`src/rtl/vld_pkg.sv`:
```
package vld_pkg;

  localparam int ADDR_W = 16;
  localparam int DATA_W = 16;
  localparam int LEN_W  = 13;
  localparam int REC_W  = 64;

  typedef enum logic [2:0] {
    VL_FIXED     = 3'd0,
    VL_PLUS1     = 3'd1,
    VL_INCL      = 3'd2,
    VL_PLUS2     = 3'd3,
    VL_PLUS3     = 3'd4,
    VL_RSV5      = 3'd5,
    VL_RSV6      = 3'd6,
    VL_FIXED_ALT = 3'd7
  } vl_mode_e;

  typedef enum logic [2:0] {
    CH_IDLE,
    CH_ARMED,
    CH_READ,
    CH_WRITE,
    CH_DONE
  } ch_state_e;

  typedef struct packed {
    logic [ADDR_W-1:0] src;
    logic [ADDR_W-1:0] dst;
    vl_mode_e          mode;
    logic [LEN_W-1:0]  len;
    logic              word;
  } vl_cfg_t;

  function automatic logic mode_reserved(vl_mode_e m);
    return (m == VL_RSV5) || (m == VL_RSV6);
  endfunction

  function automatic logic mode_fixed(vl_mode_e m);
    return (m == VL_FIXED) || (m == VL_FIXED_ALT);
  endfunction

  // Elements added after the length value in the variable modes
  function automatic logic [1:0] mode_extra(vl_mode_e m);
    case (m)
      VL_PLUS1: return 2'd1;
      VL_PLUS2: return 2'd2;
      VL_PLUS3: return 2'd3;
      default:  return 2'd0;
    endcase
  endfunction

endpackage

```
`src/rtl/vld_cfg_decode.sv`:
```
module vld_cfg_decode
  import vld_pkg::*;
(
  input  logic [REC_W-1:0] rec,
  output vl_cfg_t          cfg,
  output logic             rsv,
  output logic             fixed,
  output logic             immediate
);

  logic unused_rec_bits;

  always_comb begin
    cfg.src  = rec[63:48];
    cfg.dst  = rec[47:32];
    cfg.mode = vl_mode_e'(rec[31:29]);
    cfg.len  = rec[28:16];
    cfg.word = rec[0];
  end

  assign unused_rec_bits = ^rec[15:1];
  assign rsv       = mode_reserved(cfg.mode);
  assign fixed     = mode_fixed(cfg.mode);
  // The job ends without any access: reserved mode, or fixed mode with zero length
  assign immediate = rsv || (fixed && (cfg.len == '0));

endmodule

```
`src/rtl/vld_len_calc.sv`:
```
module vld_len_calc
  import vld_pkg::*;
#(
  parameter int LW = LEN_W,
  parameter int DW = DATA_W
) (
  input  vl_mode_e      mode,
  input  logic [LW-1:0] len,
  input  logic [DW-1:0] first,
  input  logic          word,
  output logic [LW:0]   rest
);

  localparam int CW = LW + 1;

  logic [LW-1:0] len_val;
  logic          unused_hi;

  // Elements still to move after the first one
  function automatic logic [CW-1:0] calc_rest(vl_mode_e m, logic [LW-1:0] cap,
                                              logic [LW-1:0] v);
    logic [CW-1:0] sum;
    logic [CW-1:0] capped;
    sum    = {1'b0, v} + CW'(mode_extra(m));
    capped = (sum > {1'b0, cap}) ? {1'b0, cap} : sum;
    if (m == VL_INCL)
      return (capped == '0) ? '0 : capped - CW'(1);
    return capped;
  endfunction

  assign len_val   = word ? first[LW-1:0] : LW'(first[7:0]);
  assign unused_hi = ^first[DW-1:LW];
  assign rest      = calc_rest(mode, len, len_val);

  always_comb begin
    a_r6_rest_capped: assert (rest <= {1'b0, len});
  end

endmodule

```
`src/rtl/vld_addr_gen.sv`:
```
module vld_addr_gen #(
  parameter int AW = 16
) (
  input  logic          clk,
  input  logic          rst_n,
  input  logic          load,
  input  logic [AW-1:0] src_i,
  input  logic [AW-1:0] dst_i,
  input  logic          step,
  input  logic          word,
  output logic [AW-1:0] src_o,
  output logic [AW-1:0] dst_o
);

  logic [AW-1:0] inc;

  assign inc = word ? AW'(2) : AW'(1);

  always_ff @(posedge clk or negedge rst_n) begin
    if (!rst_n) begin
      src_o <= '0;
      dst_o <= '0;
    end else if (load) begin
      src_o <= src_i;
      dst_o <= dst_i;
    end else if (step) begin
      src_o <= src_o + inc;
      dst_o <= dst_o + inc;
    end
  end

  a_r3_addr_step: assert property (@(posedge clk) disable iff (!rst_n)
    (step && !load) |=> (src_o == $past(src_o) + $past(inc)) &&
                        (dst_o == $past(dst_o) + $past(inc)));

endmodule

```
`src/rtl/vld_dma_channel.sv`:
```
module vld_dma_channel
  import vld_pkg::*;
(
  input  logic              clk,
  input  logic              rst_n,
  input  logic [REC_W-1:0]  cfg_rec,
  input  logic              start,
  input  logic              trig,
  output logic              mem_req,
  output logic              mem_we,
  output logic              mem_word,
  output logic [ADDR_W-1:0] mem_addr,
  output logic [DATA_W-1:0] mem_wdata,
  input  logic              mem_gnt,
  input  logic [DATA_W-1:0] mem_rdata,
  output logic              busy,
  output logic              done,
  output logic              err
);

  localparam int CW = LEN_W + 1;

  ch_state_e         state;
  vl_cfg_t           cfg_d, cfg_q;
  logic              rsv_d, fixed_d, imm_d;
  logic              first_q, err_q;
  logic [CW-1:0]     cnt, cnt_nxt, rest;
  logic [DATA_W-1:0] data_q;
  logic [ADDR_W-1:0] src_a, dst_a;

  // Named internal events
  logic start_acc;
  logic elem_read;
  logic elem_step;

  assign start_acc = (state == CH_IDLE) && start;
  assign elem_read = (state == CH_READ) && mem_gnt;
  assign elem_step = (state == CH_WRITE) && mem_gnt;

  vld_cfg_decode u_dec (
    .rec       (cfg_rec),
    .cfg       (cfg_d),
    .rsv       (rsv_d),
    .fixed     (fixed_d),
    .immediate (imm_d)
  );

  vld_len_calc #(.LW(LEN_W), .DW(DATA_W)) u_len (
    .mode  (cfg_q.mode),
    .len   (cfg_q.len),
    .first (data_q),
    .word  (cfg_q.word),
    .rest  (rest)
  );

  vld_addr_gen #(.AW(ADDR_W)) u_addr (
    .clk   (clk),
    .rst_n (rst_n),
    .load  (start_acc),
    .src_i (cfg_d.src),
    .dst_i (cfg_d.dst),
    .step  (elem_step),
    .word  (cfg_q.word),
    .src_o (src_a),
    .dst_o (dst_a)
  );

  assign cnt_nxt = first_q ? rest : cnt - CW'(1);

  always_ff @(posedge clk or negedge rst_n) begin
    if (!rst_n) begin
      state   <= CH_IDLE;
      cfg_q   <= '0;
      cnt     <= '0;
      first_q <= 1'b0;
      err_q   <= 1'b0;
      data_q  <= '0;
    end else begin
      case (state)
        CH_IDLE: if (start) begin
          cfg_q   <= cfg_d;
          err_q   <= rsv_d;
          first_q <= !fixed_d;
          cnt     <= fixed_d ? {1'b0, cfg_d.len} : '0;
          state   <= imm_d ? CH_DONE : CH_ARMED;
        end
        CH_ARMED: if (trig) state <= CH_READ;
        CH_READ: if (mem_gnt) begin
          data_q <= cfg_q.word ? mem_rdata : {8'h00, mem_rdata[7:0]};
          state  <= CH_WRITE;
        end
        CH_WRITE: if (mem_gnt) begin
          first_q <= 1'b0;
          cnt     <= cnt_nxt;
          state   <= (cnt_nxt == '0) ? CH_DONE : CH_ARMED;
        end
        CH_DONE: state <= CH_IDLE;
        default: state <= CH_IDLE;
      endcase
    end
  end

  assign mem_req   = (state == CH_READ) || (state == CH_WRITE);
  assign mem_we    = (state == CH_WRITE);
  assign mem_word  = cfg_q.word;
  assign mem_addr  = (state == CH_WRITE) ? dst_a : src_a;
  assign mem_wdata = data_q;
  assign busy      = (state == CH_ARMED) || mem_req;
  assign done      = (state == CH_DONE);
  assign err       = done && err_q;

  a_r2_req_hold: assert property (@(posedge clk) disable iff (!rst_n)
    (mem_req && !mem_gnt) |=> (mem_req && $stable(mem_addr) && $stable(mem_we)));

  a_r2_read_then_write: assert property (@(posedge clk) disable iff (!rst_n)
    elem_read |=> (mem_req && mem_we));

  a_r4_count_capped: assert property (@(posedge clk) disable iff (!rst_n)
    busy |-> (cnt <= {1'b0, cfg_q.len}));

  a_r5_immediate_done: assert property (@(posedge clk) disable iff (!rst_n)
    (start_acc && imm_d) |=> (done && !mem_req));

  a_r10_err_with_done: assert property (@(posedge clk) disable iff (!rst_n)
    err |-> done);

  a_r11_done_pulse: assert property (@(posedge clk) disable iff (!rst_n)
    done |=> (!done && !busy));

  a_r12_start_ignored: assert property (@(posedge clk) disable iff (!rst_n)
    (busy && start) |=> (cfg_q == $past(cfg_q)));

endmodule

```
`config.mk`:
```
export PLATFORM = sky130hd
export DESIGN_NAME = vld_dma_channel
export DESIGN_NICKNAME = d
export VERILOG_FILES = /design/src/rtl/vld_pkg.sv /design/src/rtl/vld_cfg_decode.sv /design/src/rtl/vld_len_calc.sv /design/src/rtl/vld_addr_gen.sv /design/src/rtl/vld_dma_channel.sv
export SDC_FILE = /design/constraint.sdc
export NUM_CORES = 1
export LEC_CHECK = 0
export BUFFER_PORTS_ARGS = -buffer_cell sky130_fd_sc_hd__buf_2
export CORE_ASPECT_RATIO = 1.25
export CORE_MARGIN = 10
export CORE_UTILIZATION = 33
export CTS_BUF_LIST = sky130_fd_sc_hd__clkbuf_4
export DETAILED_ROUTE_END_ITERATION = 7
export PLACE_DENSITY = 0.62
export SETUP_SLACK_MARGIN = 0.02
export SLEW_MARGIN = 20
export SYNTH_ARGS = -nofsm -noshare
export SYNTH_HDL_FRONTEND = slang
export SYNTH_SLANG_ARGS = --single-unit
```
`constraint.sdc`:
```
create_clock -name clk -period 14.8 [get_ports clk]
set_input_delay 2.96 -clock clk [delete_from_list [all_inputs] [get_ports clk]]
set_output_delay 2.96 -clock clk [all_outputs]
set_load 0.02 [all_outputs]
```
# Word level (Yosys, flattened, before mapping)
# Cells that the tools add are included.
# op_classes
n_addsub	5
magnitude_cmp	1
eq_ne	15
muxes	29
reduce_logical	21
# op_table
operator	count
2-to-1 mux 14 bit	7
2-to-1 mux 16 bit	6
adder 16 bit	2
zero test 14 bit	2
case mux 14 bit (2 select lines)	1
subtractor 14 x 1 -> 14 bit (second input constant)	2
2-to-1 mux 13 bit	2
2-to-1 mux 3 bit	6
equality test 3 bit (second input constant)	5
adder 13 x 2 -> 14 bit	1
greater-than comparator 14 x 13 -> 1 bit	1
zero test 13 bit	1
equality test 3 x 2 -> 1 bit (second input constant)	4
case mux 3 bit (4 select lines)	1
equality test 3 x 1 -> 1 bit (second input constant)	2
zero test 3 bit	2
inequality test 2 bit (second input constant)	3
case mux 2 bit (3 select lines)	1
logical OR 1 bit	5
logical AND 1 bit	4
AND reduction 2 bit	2
AND reduction 4 bit	1
nonzero test 2 bit	2
2-to-1 mux 1 bit	3
5 further kinds	5
# word_totals
regBits	84
input_bits	85
out_inout_bits	38

# Depth between registers and ports, before layout
# depth
ltp_word	14
ltp_mapped	28
mapped_depth_nobuf	27

# Modules after synthesis
# Synthesis repeated with hierarchy kept, for this count alone.
# unflattened
cells_unflattened	850
hier_area_um2	6831.6
# by_module_without_submodules
mod	instances	cells_each	area_per_inst_um2
vld_dma_channel	1	369	2967.8
vld_addr_gen	1	210	1990.7
vld_len_calc	1	212	1432.6
vld_cfg_decode	1	59	440.4

# Worst setup path before layout
# OpenSTA, ideal clock, no wires.
# synth_timing
path_type	register to register
startpoint	register cfg_q[14] (netlist bit)
endpoint	register state[0]
setup_time_ps	123
arrival_time_ps	5475
t_required_ps	14677
path_slack_ps	9202
path_stages_with_launch	27
path_buffers	1
period_less_slack_ps	5598
cell_sequence	dfrtp_1 > xnor2_1 > nor2_1 > ha_1 > inv_1 > fa_1 > nand4b_1 > or4_1 > a21oi_2 > ha_1 > nand3_1 > nor4_1 > nor3_1 > a21oi_1 > nand2_1 > a21oi_1 > ha_1 > nor4bb_1 > clkbuf_1 > nand2_1 > o31ai_1 > o21ai_0 > o21ai_0 > o22ai_1 > a2111oi_2 > nand4_1 > o2bb2ai_1
# synth_between
elab_chain_cells	14
word_cells_on_any_way	19
classes_between	add/sub (2); order compare (1); eq/ne (4); mux (10); reduce/logical (2)
# synth_lines
element	line	rtl
from (decl)	vld_dma_channel.sv:24	vl_cfg_t cfg_d, cfg_q;
from (signal assigned)	vld_dma_channel.sv:81	cfg_q <= cfg_d;
equality test 3 bit (tied with other cells)	vld_pkg.sv:45	case (m)
case mux 2 bit (3 select lines)	vld_pkg.sv:45	
adder 13 x 2 -> 14 bit	vld_len_calc.sv:24	sum = {1'b0, v} + CW'(mode_extra(m));
greater-than comparator 14 x 13 -> 1 bit	vld_len_calc.sv:25	capped = (sum > {1'b0, cap}) ? {1'b0, cap} : sum;
2-to-1 mux 14 bit	vld_len_calc.sv:25	
subtractor 14 x 1 -> 14 bit / zero test 14 bit (equally long branches)	vld_len_calc.sv:27	return (capped == '0) ? '0 : capped - CW'(1);
2-to-1 mux 14 bit	vld_len_calc.sv:27	
2-to-1 mux 14 bit	vld_len_calc.sv:26	if (m == VL_INCL)
2-to-1 mux 14 bit (*)	vld_len_calc.sv:28	return capped;
2-to-1 mux 14 bit (*)	vld_dma_channel.sv:68	assign cnt_nxt = first_q ? rest : cnt - CW'(1);
zero test 14 bit (*)	vld_dma_channel.sv:95	state <= (cnt_nxt == '0) ? CH_DONE : CH_ARMED;
2-to-1 mux 3 bit (*)	vld_dma_channel.sv:95	
2-to-1 mux 3 bit (*)	vld_dma_channel.sv:92	CH_WRITE: if (mem_gnt) begin
case mux 3 bit (4 select lines) (*)	vld_dma_channel.sv:79	case (state)
to (signal assigned)	vld_dma_channel.sv:85	state <= imm_d ? CH_DONE : CH_ARMED;
to (signal assigned)	vld_dma_channel.sv:95	
to (decl)	vld_dma_channel.sv:23	ch_state_e state;
# Mark *: on every way between the ends. The rest lies on a longest branch, timed or not. The select of a mux whose other input is x is not followed.
# A chain may end at the register's enable or synchronous reset.

# Worst setup path after layout
# layout_timing
startpoint	register cfg_q[16] (netlist bit)
endpoint	register state[0]
# The elaborated chain is that of the path after synthesis.

==> key figures <==
Global route
  – Total global-route track usage: 15.45%
  – Vias in the first global route: 5,699
  – Initial antenna violation count: 1
  – First-pass GRT wire length: 30,170 um
  – Largest net degree at the start of global routing: 92
  – GR Overflow Total: 0

STA
  – Slew HR: 28.47%
  – Tmin final: 7225 ps
  – Fin crit share: 48.82%
  – Slew @ Worst Pin: 1070 ps
  – Final Hold Viols: 0
  – RSZ-0062 raised after global routing: no
  – Final setup skew: 17.53 ps
  – Max-slew violations: 0
  – Setup TNS Final: 0 ps
  – Max Freq: 138.4 MHz
  – Setup violators final: 0
  – Hold Slack: 482.6 ps

Clock network
  – Worst-Skew Late Latency: 480 ps
  – H-tree depth: 3
  – Hold buffer count at cts: 0
  – CTS sink count: 84
  – Post-CTS Setup Inserts: 0
  – Root buf cell: clkbuf_4
  – Max Root-Sink Buffers: 2
  – CTS tree: yes
  – Worst-path clk slew: 160 ps
  – CTS Buf Count: 9
  – CTS resizes: 0

Layout
  – Final instance area: 6950 um^2
  – Most common cell after layout, fill and taps aside: nand2_1
  – Share of cells above drive strength 1: 18.11%
  – Syn-to-layout area delta: 14.44%
  – Commonest cells after routing, fill and taps aside: 175 x nand2_1, 106 x buf_2, 84 x dfrtp_1, 69 x o21ai_0, 39 x nor2_1
  – Fill cells: 1,981
  – NumNets Final: 960

Synth
  – Post-Syn Area: 6073 um^2
  – Fraction of registers with async set/reset: 100.0%
  – Mapped Cells: 765
  – Ys flop type: dfrtp_1
  – Synthesis-stage register bit count: 84
  – Syn nets: 874
  – Post-synth EDFFs: 0
  – Synth warn: 0
  – Sequential area share after synthesis: 34.61%
  – Post-synthesis cell type count: 69
  – Avg Synthesized Cell Area: 7.939 um^2

Job
  – Max cap viols: 0

Critical path
  – Worst Path Required: 15,180 ps
  – Crit end category: flip-flop
  – FF-to-FF End: state[0]
  – CP max FO: 17
  – Reg-to-Reg Start: cfg_q[16]
  – Crit path kind: flip-flop to flip-flop
  – End point of the critical path: state[0]
  – FF-to-FF path depth: 25
  – CP arrival: 7600 ps
  – Critical Path Start: cfg_q[16]
  – Flop2flop setup slack: 7580 ps
  – Critical Path Start Type: flip-flop

Power
  – Logic gate share of total power: 59.8%
  – Tot Pwr: 1580 uW
  – Sequential share of power: 30.5%
  – Leakage: 0.003081 uW
  – Pwr Density: 227.4 nW/um^2
  – Int Power: 749.4 uW
  – Switching Share: 52.58%
  – Clock share of power: 9.6%
  – Maximum vdd ir drop: 0.08830 mV
  – Psw: 831.0 uW

Route
  – Drc violations: 0
  – Via/cell ratio: 5.252
  – Avg WL per Cell: 17.22 um
  – Final Routed Wirelength: 18,680 um
  – Antenna viol nets, final: 0
  – Via total after detailed routing: 5,698
  – Drt pass-1 iters: 5
  – Iter 0 DRT Violations: 337

Die
  – Chip Height: 171.7 um
  – Die W: 141.3 um
  – Die ar.: 24,260 um^2
  – IO Count: 123
  – FP Rows: 55
  – Initial cell density of the core: 33.56%
  – Core Area: 18,100 um^2

Placement
  – Placer Congestion: 0.9178
  – Hpwl dp: 14,230 um
  – Cell Area, Placed: 6792 um^2
  – Port Buffers: 107

Hold path
  – Worst min path class: flip-flop to flip-flop

Status
  – Status: completed
power groups by stage:
stage                     clock, uW  sequential (uW)  combinational [uW]
final                           152              482                 946
after global routing            166              505                1070
after CTS                       157              481                 947
after detailed placement          0              486                 941
after global placement            0              484                 936
after floorplan                   0              461                 690
stage by stage:
step                      worst slack (ps)  util, %  instances
final                                 7575    38.40       1085
after detailed placement              7366    37.53       1068
after global placement                7409    37.53       1068
after global routing                  6885    38.40       1085
after floorplan                       9202        -        765
after CTS                             7352    38.35       1084
synth_stat cells (5+ instances only):
cell / number / share of area [%]
nand2_1: 175 / 11
dfrtp_1: 84 / 35
o21ai_0: 69 / 5.7
nor2_1: 39 / 2.4
clkbuf_1: 33 / 2.0
inv_1: 33 / 2.0
xor2_1: 32 / 4.6
nand3_1: 29 / 2.4
a21oi_1: 28 / 2.3
xnor2_1: 26 / 3.7
ha_1: 21 / 4.3
nor3_1: 20 / 1.6
and3_1: 14 / 1.4
nand4_1: 13 / 1.3
or3_1: 12 / 1.2
a31oi_1: 10 / 1.0
mux2_2: 9 / 1.7
a22oi_1: 8 / 0.99
nor4_1: 8 / 0.82
o31ai_1: 6 / 0.74
nand3b_1: 5 / 0.62
flip-flops by register name (all words and copies together) (netlist names):
name          flops
cfg_q            16
cnt              14
err_q             1
first_q           1
mem_wdata        16
mem_word          1
state             3
u_addr.dst_o     16
u_addr.src_o     16
cell families after synthesis:
kind of cell	count (synthesis)	share of synthesized area, %
simple gates	356	28.62
compound gates	162	16.46
flops	84	34.61
buf+inv	69	4.368
xor+xnor	59	8.632
fa+ha+maj	24	5.315
mux	11	1.998
per-layer routing:
metal / vias to the layer above / routed length (um) / global-route usage, %
li1: 2863 / - / -
met1: 2686 / 8243 / 18.94
met2: 121 / 9372 / 26.51
met3: 28 / 683 / 2.841
met4: 0 / 385 / 5.261
met5: - / 0 / 0
how the worst min path moves through the flow:
stage,from,end,slack [ps],depth (start not counted)
after floorplan,err_q,err_q,430,2
after global placement,err_q,err_q,450,2
after detailed placement,err_q,err_q,450,2
after CTS,err_q,err_q,490,2
after global routing,err_q,err_q,500,2
final,err_q,err_q,480,2
critical path, stage by stage (launching register included):
cell and delay, ps:
dfrtp_1 490, xnor2_1 160, nor2_1 100, ha_1 210
inv_1 60, fa_1 460, nand4b_1 270, or4_1 530
a21oi_2 310, ha_1 170, nand3_1 130, nor4_1 400
nor3_1 110, a21oi_1 260, nand2_1 420, a21oi_1 370
ha_1 240, nor4bb_2 580, nand2_1 340, o31ai_1 280
o21ai_0 120, o21ai_0 190, o22ai_1 150, a2111oi_2 360
nand4_1 240, o2bb2ai_1 180
area by class of cell:
cell class / count / area, um^2 / share of cell area [%]
clock inverter: 7 / 82.58 / 1.188
multi-input combinational: 612 / 3719 / 53.50
clock buffer: 9 / 67.56 / 0.9721
sequential: 84 / 2102 / 30.24
inverter: 33 / 123.9 / 1.782
antenna: 1 / 2.502 / 0.03600
timing repair buffer: 111 / 568.0 / 8.173
tap: 228 / 285.3 / 4.104
Power figures use the tool's default switching activity.
